$ cat config.mk
export PLATFORM = sky130hd
export DESIGN_NAME = ptw_walker
export DESIGN_NICKNAME = d
export VERILOG_FILES = /design/src/rtl/ptw_pkg.sv /design/src/rtl/ptw_entry_addr.sv /design/src/rtl/ptw_entry_decode.sv /design/src/rtl/ptw_walk_fsm.sv /design/src/rtl/ptw_walker.sv
export SDC_FILE = /design/constraint.sdc
export NUM_CORES = 1
export LEC_CHECK = 0
export BUFFER_PORTS_ARGS = -buffer_cell sky130_fd_sc_hd__buf_2
export CORE_ASPECT_RATIO = 1.75
export CORE_MARGIN = 2
export CORE_UTILIZATION = 47
export CTS_CLUSTER_SIZE = 12
export DETAILED_ROUTE_END_ITERATION = 12
export PLACE_DENSITY = 0.8
export SYNTH_ARGS = -nofsm -noshare
export SYNTH_HDL_FRONTEND = slang
export SYNTH_SLANG_ARGS = --single-unit
export TNS_END_PERCENT = 30
$ cat constraint.sdc
create_clock -name clk -period 2.2 [get_ports clk]
set_input_delay 0.22 -clock clk [delete_from_list [all_inputs] [get_ports clk]]
set_output_delay 0.22 -clock clk [all_outputs]
set_load 0.005 [all_outputs]
$ cat src/rtl/ptw_pkg.sv
package ptw_pkg;

  typedef enum logic [2:0] {
    WS_IDLE,
    WS_DIR_REQ,
    WS_DIR_WAIT,
    WS_TBL_REQ,
    WS_TBL_WAIT,
    WS_DONE,
    WS_FAULT
  } walk_st_t;

  localparam int unsigned LEVELS = 2;

endpackage

$ cat src/rtl/ptw_entry_addr.sv
module ptw_entry_addr #(
  parameter int unsigned AW        = 32,
  parameter int unsigned IDX_W     = 10,
  parameter int unsigned ENT_SHIFT = 2
) (
  input  logic [AW-1:0]    tbl_base,
  input  logic [IDX_W-1:0] idx,
  output logic [AW-1:0]    ent_addr
);
  localparam int unsigned PAD_W = AW - IDX_W - ENT_SHIFT;

  logic [AW-1:0] byte_off;

  assign byte_off = {{PAD_W{1'b0}}, idx, {ENT_SHIFT{1'b0}}};
  assign ent_addr = tbl_base + byte_off;
endmodule

$ cat src/rtl/ptw_entry_decode.sv
module ptw_entry_decode #(
  parameter int unsigned EW      = 32,
  parameter int unsigned FRAME_W = 20
) (
  input  logic [EW-1:0]      entry,
  output logic               present,
  output logic [FRAME_W-1:0] frame
);
  assign present = entry[0];
  assign frame   = entry[EW-1 -: FRAME_W];
endmodule

$ cat src/rtl/ptw_walk_fsm.sv
module ptw_walk_fsm
  import ptw_pkg::*;
(
  input  logic     clk,
  input  logic     rst_n,
  input  logic     req_valid,
  input  logic     mem_rd_ready,
  input  logic     mem_data_valid,
  input  logic     entry_ok,
  input  logic     rsp_ready,
  output walk_st_t state,
  output logic     req_ready,
  output logic     mem_rd_valid,
  output logic     rsp_valid,
  output logic     accept,
  output logic     dir_take,
  output logic     tbl_take
);
  walk_st_t nxt;

  assign req_ready    = (state == WS_IDLE);
  assign mem_rd_valid = (state == WS_DIR_REQ) || (state == WS_TBL_REQ);
  assign rsp_valid    = (state == WS_DONE) || (state == WS_FAULT);
  assign accept       = req_ready && req_valid;
  assign dir_take     = (state == WS_DIR_WAIT) && mem_data_valid;
  assign tbl_take     = (state == WS_TBL_WAIT) && mem_data_valid;

  always_comb begin
    nxt = state;
    unique case (state)
      WS_IDLE:     if (req_valid)      nxt = WS_DIR_REQ;
      WS_DIR_REQ:  if (mem_rd_ready)   nxt = WS_DIR_WAIT;
      WS_DIR_WAIT: if (mem_data_valid) nxt = entry_ok ? WS_TBL_REQ : WS_FAULT;
      WS_TBL_REQ:  if (mem_rd_ready)   nxt = WS_TBL_WAIT;
      WS_TBL_WAIT: if (mem_data_valid) nxt = entry_ok ? WS_DONE : WS_FAULT;
      WS_DONE,
      WS_FAULT:    if (rsp_ready)      nxt = WS_IDLE;
      default:                         nxt = WS_IDLE;
    endcase
  end

  always_ff @(posedge clk or negedge rst_n) begin
    if (!rst_n) state <= WS_IDLE;
    else        state <= nxt;
  end
endmodule

$ cat src/rtl/ptw_walker.sv
module ptw_walker
  import ptw_pkg::*;
#(
  parameter int unsigned IDX_W     = 10,
  parameter int unsigned OFF_W     = 12,
  parameter int unsigned PA_W      = 32,
  parameter int unsigned ENT_SHIFT = 2
) (
  input  logic                          clk,
  input  logic                          rst_n,
  input  logic [PA_W-1:0]               root_base,
  input  logic                          req_valid,
  output logic                          req_ready,
  input  logic [2*IDX_W+OFF_W-1:0]      req_vaddr,
  output logic                          rsp_valid,
  input  logic                          rsp_ready,
  output logic [PA_W-1:0]               rsp_paddr,
  output logic                          rsp_fault,
  output logic                          rsp_fault_lvl,
  output logic                          mem_rd_valid,
  input  logic                          mem_rd_ready,
  output logic [PA_W-1:0]               mem_rd_addr,
  input  logic                          mem_data_valid,
  input  logic [PA_W-1:0]               mem_data
);
  localparam int unsigned VA_W    = 2*IDX_W + OFF_W;
  localparam int unsigned FRAME_W = PA_W - OFF_W;

  walk_st_t        state;
  logic            accept, dir_take, tbl_take, entry_ok;
  logic [FRAME_W-1:0] entry_frame;

  logic [VA_W-1:0] va_q;
  logic [PA_W-1:0] root_q;
  logic [PA_W-1:0] tbl_q;
  logic [PA_W-1:0] paddr_q;
  logic            fault_q, lvl_q;

  logic [PA_W-1:0]  lvl_base [LEVELS];
  logic [IDX_W-1:0] lvl_idx  [LEVELS];
  logic [PA_W-1:0]  lvl_addr [LEVELS];

  ptw_walk_fsm u_fsm (
    .clk            (clk),
    .rst_n          (rst_n),
    .req_valid      (req_valid),
    .mem_rd_ready   (mem_rd_ready),
    .mem_data_valid (mem_data_valid),
    .entry_ok       (entry_ok),
    .rsp_ready      (rsp_ready),
    .state          (state),
    .req_ready      (req_ready),
    .mem_rd_valid   (mem_rd_valid),
    .rsp_valid      (rsp_valid),
    .accept         (accept),
    .dir_take       (dir_take),
    .tbl_take       (tbl_take)
  );

  ptw_entry_decode #(.EW(PA_W), .FRAME_W(FRAME_W)) u_dec (
    .entry   (mem_data),
    .present (entry_ok),
    .frame   (entry_frame)
  );

  assign lvl_base[0] = root_q;
  assign lvl_base[1] = tbl_q;

  // Level 0 takes the upper index field, level 1 the field below it.
  genvar g;
  generate
    for (g = 0; g < LEVELS; g++) begin : g_lvl
      assign lvl_idx[g] = va_q[VA_W-1-g*IDX_W -: IDX_W];
      ptw_entry_addr #(.AW(PA_W), .IDX_W(IDX_W), .ENT_SHIFT(ENT_SHIFT)) u_addr (
        .tbl_base (lvl_base[g]),
        .idx      (lvl_idx[g]),
        .ent_addr (lvl_addr[g])
      );
    end
  endgenerate

  assign mem_rd_addr = (state == WS_TBL_REQ) ? lvl_addr[1] : lvl_addr[0];

  always_ff @(posedge clk or negedge rst_n) begin
    if (!rst_n) begin
      va_q    <= '0;
      root_q  <= '0;
      tbl_q   <= '0;
      paddr_q <= '0;
      fault_q <= 1'b0;
      lvl_q   <= 1'b0;
    end else begin
      if (accept) begin
        va_q    <= req_vaddr;
        root_q  <= root_base;
        fault_q <= 1'b0;
        lvl_q   <= 1'b0;
        paddr_q <= '0;
      end
      if (dir_take) begin
        if (entry_ok) begin
          tbl_q <= {entry_frame, {OFF_W{1'b0}}};
        end else begin
          fault_q <= 1'b1;
          lvl_q   <= 1'b0;
          paddr_q <= '0;
        end
      end
      if (tbl_take) begin
        if (entry_ok) begin
          paddr_q <= {entry_frame, va_q[OFF_W-1:0]};
          fault_q <= 1'b0;
        end else begin
          fault_q <= 1'b1;
          lvl_q   <= 1'b1;
          paddr_q <= '0;
        end
      end
    end
  end

  assign rsp_paddr     = paddr_q;
  assign rsp_fault     = fault_q;
  assign rsp_fault_lvl = lvl_q;
endmodule

==> impl_results.md <==
* Syn avg cell area at 11.68 um2
* Crit path max fanout at 3
* Clk slew on worst S/H paths at 0.06 ns
* Status: finished with violations
* Max Clock Skew at 0.006526 ns
* Seq/Total Area, Yosys at 50.34%
* RSZ-0062 raised after global routing: true
* GRT overflow at 0
* Vias per cell at 5.594
* Crit. End Element: output port
* Worst-skew pair later-pin latency at 0.41 ns
* Placed instance count at 842
* Sequential Area at 0.003028 mm2
* Syn_nets at 628
* Worst EP arrival at 2.63 ns
* Mapped Cells at 515
* Commonest cells after routing, fill and taps aside: buf_2 (157), dfrtp_1 (121), mux2_2 (79), nand2_1 (42), a22o_1 (32)
* Top post-synthesis cells by area: dfrtp_1 (50%), mux2_2 (15%), a22o_1 (4.7%)
* Async S/R FF share, synth at 100.0%
* Max cap viols at 0
* I/O Pins at 171
* Placer Congestion at 0.8587
* Main synth FF type: dfrtp_1
* Layout Area Growth over Synthesis at 35.66%
* Rows at 54
* Synth warnings at 0
* Tightest Hold Check Type: in2reg
* Fin cells at 877
* Initial core utilization at 48.12%
* Worst path required time at 1.98 ns
* Max_slew headroom at 50.74%
* Leakage power at 3.707 nW
* Die Span X at 89.52 um
* Die height at 153.7 um
* First-pass DRT Iterations at 5
* Endpoints failing setup at 27
* Clock root cell: clkbuf_16
* Total core area at 0.01250 mm2
* Multi-input logic area at 0.003147 mm2
* Routed WL at 16.26 mm
* GRT Util Overall at 23.57%
* Post-route worst setup slack at -0.6508 ns
* Vias in the first global route at 5167
* Initial antenna violation count at 1
* Mapped Area at 0.006015 mm2
* TritonCTS clock tree: done
* Nets at 808
* Fillers at 907
* Setup crit start kind: flop
* Post-synth EDFFs at 0
* Post-route ant nets at 0
* Commonest non-fill, non-tap cell in the layout: buf_2
* Worst Path Class, Setup: reg2out
* CTS Buf Count at 17
* Yosys top cell by area: dfrtp_1
* Residual DRC at 0
* Total power at 14.15 mW
* # clock sinks at 121
* Pwr dens at 1734 mW/mm2
* DP Area at 0.007213 mm2
* Design area at 0.008159 mm2
* Yosys cell types at 67
* Worst-case clock buffer depth at 2
* Worst-margin pin slew at 0.7340 ns
* Min Clock Period, post-route at 2.851 ns
* Die area at 0.01375 mm2
* H-tree levels at 4
* Pin count of the biggest net entering global routing at 46
* Fin crit share at 129.6%
* VDD IR max at 0.7623 mV
* FF+latch count, synth at 121
* Yosys top cell area share at 50.34%
* DP Wirelength at 11.40 mm
* Vias at 4906
* Failing checks: negative setup slack
* Fmax at 350.8 MHz
* Fin. max-slew vios at 0
* Fin. Hold Viols at 0
* Post-DR wirelength/cell at 18.54 um
* Port Buf Inserts at 159
* First-pass GRT wire length at 25.01 mm
* Layout cell share with drive strength beyond 1 at 49.58%
* DRT iter0 DRCs at 292
==> stage by stage <==
step	hold WS, ns	worst slack, ns	setup TNS (ns)	utilization, %
floorplan	-0.07559	0.02637	0	-
global placement	0.2110	-0.2176	-2.005	57.71
detailed placement	0.2110	-0.2218	-2.632	57.71
CTS	0.02290	-0.6455	-11.68	64.04
global route	0.03315	-0.7002	-14.47	65.28
finish	0.03659	-0.6508	-11.98	65.28
==> worst max-delay path: stages, from the launching register on <==
cell     delay (ns)
dfrtp_1        0.41
ha_4           0.18
fa_2           0.37
a21oi_4        0.17
nor3b_4        0.08
o31a_1         0.29
o21a_1         0.20
o21a_1         0.17
o31ai_2        0.18
buf_2          0.16
==> registers in the layout, indices dropped and copies added, names as in the netlist <==
register / cells
rsp_fault: 1
tbl_q: 20
rsp_fault_lvl: 1
va_q: 32
u_fsm.state: 3
rsp_paddr: 32
root_q: 32
==> final timing paths <==
kind	start	endpoint	slack, ns	cells after the start
worst max-delay path	root_q[2]$_DFFE_PN0P_	mem_rd_addr[10]	-0.65	9
worst min-delay path	req_vaddr[10]	va_q[10]$_DFFE_PN0P_	0.04	2
worst max register to register	u_fsm.state[2]$_DFFE_PN0P_	root_q[16]$_DFFE_PN0P_	0.37	5
worst min register to register	tbl_q[31]$_DFFE_PN0P_	tbl_q[31]$_DFFE_PN0P_	0.49	1
max in group asynchronous	rst_n	rsp_paddr[17]$_DFF_PN0_	1.26	3
min in group asynchronous	rst_n	root_q[1]$_DFFE_PN0P_	0.32	2
==> cells by family (layout without fill, tap and decap cells) <==
group | after synthesis | in the layout | share of synthesized area [%]
and+or+nand+nor | 128 | 128 | 12.00
DFF | 121 | 121 | 50.34
AOI/OAI and AO/OA | 114 | 114 | 13.15
muxes | 86 | 86 | 16.04
buffers and inverters | 33 | 226 | 2.850
xor gates and xnor gates | 22 | 22 | 3.204
adders and majority gates | 11 | 11 | 2.413
other | 0 | 1 | 0
==> cell type report <==
cell class / count / share of cell area (%)
antenna: 1 / 0.03067
multi-input combinational: 361 / 38.57
tap: 168 / 2.576
inverter: 3 / 0.1380
clock inverter: 15 / 2.316
sequential: 121 / 37.11
clock buffer: 17 / 5.214
timing repair buffer: 191 / 14.05
==> power by group <==
group	leakage, nW	internal (mW)	switching (mW)	total (mW)
clock	0.295	1.80	1.06	2.86
combinational	1.91	3.68	3.56	7.25
sequential	1.50	3.25	0.796	4.04
==> cell usage after synthesis, types with 11 or more instances <==
library cell	count
nor2_1	15
dfrtp_1	121
a21oi_1	18
mux2_2	79
xnor2_1	17
nand2_1	42
o21ai_0	21
nand3_1	11
clkbuf_1	16
o21ai_1	14
a22o_1	32
==> repair_timing <==
action / in CTS / in global routing
cloned: 0 / 0
endpoints found under the setup margin: 27 / 31
setup buffers: 0 / 1
gates resized for setup: 27 / 19
pin swaps: 15 / 14
hold buffers: 1 / 0
hold endpoints to repair: 32 / 0
==> metal layers <==
layer / track usage [%] / vias up / wire length [um]
li1: - / 2245 / -
met1: 24.74 / 2441 / 5877
met2: 43.10 / 182 / 9123
met3: 4.670 / 38 / 666
met4: 11.09 / 0 / 595
met5: 0 / - / 0
Note: power is estimated with default switching activity, not from simulation.
